File: src/rtl/gx_pkg.sv
package gx_pkg;
  typedef enum logic [1:0] {SEL_NONE, SEL_OUT, SEL_IN, SEL_ACK} sel_e;

  function automatic int addr_shift(input int bus_w);
    return (bus_w == 32) ? 2 : 1;
  endfunction
endpackage

File: src/rtl/gx_sync.sv
module gx_sync #(
  parameter int W      = 8,
  parameter int STAGES = 2
) (
  input  logic         clk_i,
  input  logic         rst_ni,
  input  logic [W-1:0] d_i,
  output logic [W-1:0] q_o
);
  logic [W-1:0] st [STAGES];

  always_ff @(posedge clk_i) begin
    if (!rst_ni) begin
      for (int s = 0; s < STAGES; s++) st[s] <= '0;
    end else begin
      st[0] <= d_i;
      for (int s = 1; s < STAGES; s++) st[s] <= st[s-1];
    end
  end

  assign q_o = st[STAGES-1];
endmodule

File: src/rtl/gx_decode.sv
module gx_decode #(
  parameter int BUS_W   = 16,
  parameter int AW      = 8,
  parameter int N_OUT   = 2,
  parameter int N_IN    = 2,
  parameter int IN_BASE = 2,
  parameter int ACK_IDX = 4
) (
  input  logic [AW-1:0]    addr_i,
  output gx_pkg::sel_e     sel_o,
  output logic [7:0]       sub_o
);
  localparam int ASH = gx_pkg::addr_shift(BUS_W);

  always_comb begin
    int ix;
    ix    = int'(addr_i >> ASH);
    sel_o = gx_pkg::SEL_NONE;
    sub_o = '0;
    if (addr_i[ASH-1:0] == '0) begin
      if (ix < N_OUT) begin
        sel_o = gx_pkg::SEL_OUT;
        sub_o = 8'(ix);
      end else if (ix >= IN_BASE && ix < IN_BASE + N_IN) begin
        sel_o = gx_pkg::SEL_IN;
        sub_o = 8'(ix - IN_BASE);
      end else if (ix == ACK_IDX) begin
        sel_o = gx_pkg::SEL_ACK;
      end
    end
  end
endmodule

File: src/rtl/gx_event.sv
module gx_event #(
  parameter int N       = 8,
  parameter bit ACK_INV = 1'b0
) (
  input  logic         clk_i,
  input  logic         rst_ni,
  input  logic [N-1:0] src_i,
  input  logic         ack_wr_i,
  input  logic [15:0]  ack_data_i,
  output logic [N-1:0] pend_o,
  output logic [N-1:0] rise_o,
  output logic         ack_hit_o,
  output logic         irq_o
);
  localparam logic [15:0] CLEAR_VAL = ACK_INV ? 16'h0000 : 16'hFFFF;

  logic [N-1:0] prev_q;
  logic [N-1:0] pend_q;

  assign rise_o    = src_i & ~prev_q;
  assign ack_hit_o = ack_wr_i && (ack_data_i == CLEAR_VAL);

  always_ff @(posedge clk_i) begin
    if (!rst_ni) begin
      prev_q <= '0;
      pend_q <= '0;
    end else begin
      prev_q <= src_i;
      // a fresh edge is ORed in after the clear, so it survives
      pend_q <= (ack_hit_o ? '0 : pend_q) | rise_o;
    end
  end

  assign pend_o = pend_q;
  assign irq_o  = |pend_q;
endmodule

File: src/rtl/gpio_irq_expander.sv
module gpio_irq_expander #(
  parameter int BUS_W   = 16,
  parameter int REG_W   = 8,
  parameter int N_OUT   = 2,
  parameter int N_IN    = 2,
  parameter int N_IRQ   = 8,
  parameter int AW      = 8,
  parameter int IN_BASE = 2,
  parameter int ACK_IDX = 4,
  parameter bit ACK_INV = 1'b0,
  parameter logic [N_OUT*REG_W-1:0] OUT_INIT = '0
) (
  input  logic                   clk_i,
  input  logic                   rst_ni,
  input  logic                   bus_en_i,
  input  logic                   bus_we_i,
  input  logic [AW-1:0]          bus_addr_i,
  input  logic [15:0]            bus_wdata_i,
  output logic [15:0]            bus_rdata_o,
  input  logic [N_IN*REG_W-1:0]  pin_in_i,
  output logic [N_OUT*REG_W-1:0] pin_out_o,
  input  logic [N_IRQ-1:0]       evt_src_i,
  output logic                   irq_o
);
  logic [N_IN*REG_W-1:0] in_sync;
  logic [N_IRQ-1:0]      src_sync;
  logic [N_IRQ-1:0]      pend, rise;
  logic                  ack_hit;
  gx_pkg::sel_e          sel;
  logic [7:0]            sub;
  logic                  wr;
  logic [REG_W-1:0]      out_q [N_OUT];
  logic [15:0]           rd_val, rdata_q;

  gx_sync #(.W(N_IN*REG_W), .STAGES(2)) u_in_sync (
    .clk_i(clk_i), .rst_ni(rst_ni), .d_i(pin_in_i), .q_o(in_sync));

  gx_sync #(.W(N_IRQ), .STAGES(2)) u_src_sync (
    .clk_i(clk_i), .rst_ni(rst_ni), .d_i(evt_src_i), .q_o(src_sync));

  gx_decode #(.BUS_W(BUS_W), .AW(AW), .N_OUT(N_OUT), .N_IN(N_IN),
              .IN_BASE(IN_BASE), .ACK_IDX(ACK_IDX)) u_dec (
    .addr_i(bus_addr_i), .sel_o(sel), .sub_o(sub));

  assign wr = bus_en_i && bus_we_i;

  gx_event #(.N(N_IRQ), .ACK_INV(ACK_INV)) u_evt (
    .clk_i(clk_i), .rst_ni(rst_ni), .src_i(src_sync),
    .ack_wr_i(wr && sel == gx_pkg::SEL_ACK), .ack_data_i(bus_wdata_i),
    .pend_o(pend), .rise_o(rise), .ack_hit_o(ack_hit), .irq_o(irq_o));

  for (genvar k = 0; k < N_OUT; k++) begin : g_out
    always_ff @(posedge clk_i) begin
      if (!rst_ni)
        out_q[k] <= OUT_INIT[k*REG_W +: REG_W];
      else if (wr && sel == gx_pkg::SEL_OUT && int'(sub) == k)
        out_q[k] <= bus_wdata_i[REG_W-1:0];
    end
    assign pin_out_o[k*REG_W +: REG_W] = out_q[k];
  end

  always_comb begin
    rd_val = '0;
    unique case (sel)
      gx_pkg::SEL_OUT:
        for (int k = 0; k < N_OUT; k++)
          if (int'(sub) == k) rd_val = 16'(out_q[k]);
      gx_pkg::SEL_IN:
        for (int j = 0; j < N_IN; j++)
          if (int'(sub) == j) rd_val = 16'(in_sync[j*REG_W +: REG_W]);
      gx_pkg::SEL_ACK: rd_val = 16'(pend);
      default: rd_val = '0;
    endcase
  end

  always_ff @(posedge clk_i) begin
    if (!rst_ni) rdata_q <= '0;
    else         rdata_q <= (bus_en_i && !bus_we_i) ? rd_val : '0;
  end

  assign bus_rdata_o = rdata_q;
endmodule

File: config.mk
export PLATFORM = sky130hd
export DESIGN_NAME = gpio_irq_expander
export DESIGN_NICKNAME = d
export VERILOG_FILES = /design/src/rtl/gx_pkg.sv /design/src/rtl/gx_sync.sv /design/src/rtl/gx_decode.sv /design/src/rtl/gx_event.sv /design/src/rtl/gpio_irq_expander.sv
export SDC_FILE = /design/constraint.sdc
export NUM_CORES = 1
export LEC_CHECK = 0
export BUFFER_PORTS_ARGS = -buffer_cell sky130_fd_sc_hd__buf_2
export CORE_MARGIN = 2
export CORE_UTILIZATION = 40
export DETAILED_ROUTE_END_ITERATION = 16
export GPL_TIMING_DRIVEN = 0
export PLACE_DENSITY = 0.68
export SETUP_SLACK_MARGIN = 0.2
export SYNTH_ARGS = -nofsm -noshare
export SYNTH_HDL_FRONTEND = slang
export SYNTH_HIERARCHICAL = 1
export SYNTH_SLANG_ARGS = --single-unit
File: constraint.sdc
create_clock -name clk_i -period 7.45 [get_ports clk_i]
set_clock_uncertainty 0.15 [all_clocks]
set_input_delay 1.49 -clock clk_i [delete_from_list [all_inputs] [get_ports clk_i]]
set_output_delay 1.49 -clock clk_i [all_outputs]
set_load 0.01 [all_outputs]
==> impl_metrics.env <==
export IMPL_outcome="completed"
export IMPL_max_stage_delay_ns=0.52
export IMPL_placed_area_mm2=0.004203
export IMPL_crit_slowest_cell="or4_4"
export IMPL_std_cell_rows=34
export IMPL_regToRegSetupSlack_ns=6.25
export IMPL_tightest_slew_ns=0.8005
export IMPL_finalCritPeriodShare=0.5443
export IMPL_max_clock_path_buffers=2
export IMPL_synth_area_mm2=0.003654
export IMPL_post_cts_buffers=0
export IMPL_finalMaxSlewViolations=0
export IMPL_cts_made_buffers=9
export IMPL_final_net_count=481
export IMPL_hold_class="reg -> reg"
export IMPL_wl_mm=6.868
export IMPL_worstSkewPairLatency_ns=0.36
export IMPL_seq_power_share=0.542
export IMPL_power_frac_clock=0.372
export IMPL_setup_viol=0
export IMPL_cp_start_kind="input pin"
export IMPL_intPower_mw=0.7242
export IMPL_critical_path_max_fanout=10
export IMPL_detail_route_first_pass_iterations=4
export IMPL_worst_slew_margin_rel=0.4622
export IMPL_finalHoldViolations=0
export IMPL_cap_violations=0
export IMPL_via_count=2531
export IMPL_diodes=0
export IMPL_die_y_um=99.57
export IMPL_cts_sinks=88
export IMPL_cts_resized=0
export IMPL_rsz0062_at_grt="false"
export IMPL_drc=0
export IMPL_p_sw_frac=0.2304
export IMPL_grt_max_degree=23
export IMPL_h_tree_depth=3
export IMPL_grt_pass1_wl_mm=11.29
export IMPL_worstPathRequired_ns=7.32
export IMPL_drt_iter0_drc=80
export IMPL_numPortBuffers=76
export IMPL_mostFrequentLayoutCells="buf_2 (80), dfxtp_1 (72), and2_2 (45)"
export IMPL_crit_arrival_ns=3.92
export IMPL_p_comb_frac=0.086
export IMPL_cts_tree="yes"
export IMPL_first_global_vias=2483
export IMPL_fillers=793
export IMPL_wire_per_inst_um=12.70
export IMPL_synthToLayoutAreaGrowth_pct=21.03
export IMPL_start_util=0.4149
export IMPL_end_kind="register"
export IMPL_ir_drop_uv=132.5
export IMPL_root_buffer="clkbuf_8"
export IMPL_grt_overflow=0
export IMPL_final_area_mm2=0.004422
export IMPL_io_pins=85
export IMPL_crit_buf_inv=3
export IMPL_pwr_density_cell_mw_per_mm2=212.8
export IMPL_layout_drive_gt1_share=0.4734
export IMPL_fin_setup_tns_ns=0
export IMPL_path_class="in -> reg"
export IMPL_die_x_um=99.57
export IMPL_groute_usage_overall=0.1456
export IMPL_die_area_mm2=0.009914
export IMPL_finalCriticalPeriod_ns=4.055
export IMPL_syn_avg_cell_area_um2=11.00
export IMPL_whs_ns=0.2870
export IMPL_critical_path_top_delay_family="simple AND/OR/NAND/NOR gates"
export IMPL_core_area_mm2=0.008806
export IMPL_multi_input_area_mm2=0.001404
export IMPL_max_freq_ghz=0.2466
export IMPL_viasPerCell=4.678
export IMPL_ys_warn_count=6
export IMPL_worstPathCellList="buf_2 -> or4_4 -> buf_6 -> a2111oi_4 -> clkbuf_1 -> and3_1 -> nand4_4 -> nand2_1"
export IMPL_p_leak_nw=1.958
export IMPL_gp_congestion=0.8525
export IMPL_ff_latch_area_mm2=0.001922
export IMPL_cts_hold_buf=0
export IMPL_antenna_found_initial=0
export IMPL_cts_clk_slew_worst_paths_ns=0.08
export IMPL_hpwl_mm=5.081
export IMPL_p_sw_mw=0.2169
export IMPL_antenna_left=0
export IMPL_synthCells=332
export IMPL_layout_commonest_cell="buf_2"
[metal layers]
metal | track usage | share of wire | up-vias
met1 | 0.1722 | 0.42 | 1160
met2 | 0.2484 | 0.51 | 75
met5 | 0 | 0 | -
met3 | 0.04568 | 0.057 | 4
met4 | 0.05374 | 0.0071 | 0
li1 | - | - | 1292
[through the flow]
stage / utilization / power [mW] / cells / setup WS, ns
final: 0.5021 / 0.9410 / 541 / 3.395
after detailed placement: 0.4773 / 0.6027 / 525 / 3.062
after CTS: 0.5021 / 0.9510 / 541 / 3.446
after global placement: 0.4773 / 0.6005 / 525 / 3.103
after floorplan: - / 0.5697 / 341 / 3.516
after global routing: 0.5021 / 0.9847 / 541 / 3.275
[sequential cells by signal, summed over array words and instances (netlist names)]
| signal | flops |
|---|---|
| u_src_sync/st | 16 |
| bus_rdata_o | 8 |
| u_in_sync/st | 32 |
| out_q | 16 |
| u_evt/prev_q | 8 |
| u_evt/pend_o | 8 |
[worst paths after layout]
| path | endpoint | startpoint | cells past startpoint |
|---|---|---|---|
| min | u_src_sync/st[0][9] | u_src_sync/st[0][1] | 1 |
| min reg2reg | u_src_sync/st[0][9] | u_src_sync/st[0][1] | 1 |
| max | out_q[1][6] | bus_addr_i[4] | 8 |
| max reg2reg | bus_rdata_o[7] | out_q[0][7] | 3 |
[power groups by stage]
stage / registers (mW) / logic (mW) / clock network, mW
2_1_floorplan: 0.522 / 0.0478 / 0
3_3_place_gp: 0.521 / 0.0796 / 0
3_5_place_dp: 0.521 / 0.0813 / 0
6_report: 0.510 / 0.0809 / 0.350
5_1_grt: 0.513 / 0.0896 / 0.383
4_1_cts: 0.510 / 0.0817 / 0.359
[cell type report]
class | count | area share
clock buffers | 10 | 0.03367
well taps | 108 | 0.03056
repair buffers | 76 | 0.08602
multi-input cells | 202 | 0.3175
plain buffers | 48 | 0.07923
flip-flops and latches | 88 | 0.4346
inverters | 3 | 0.002547
clock inverters | 6 | 0.01585
Note: power is estimated with default switching activity, not from simulation.
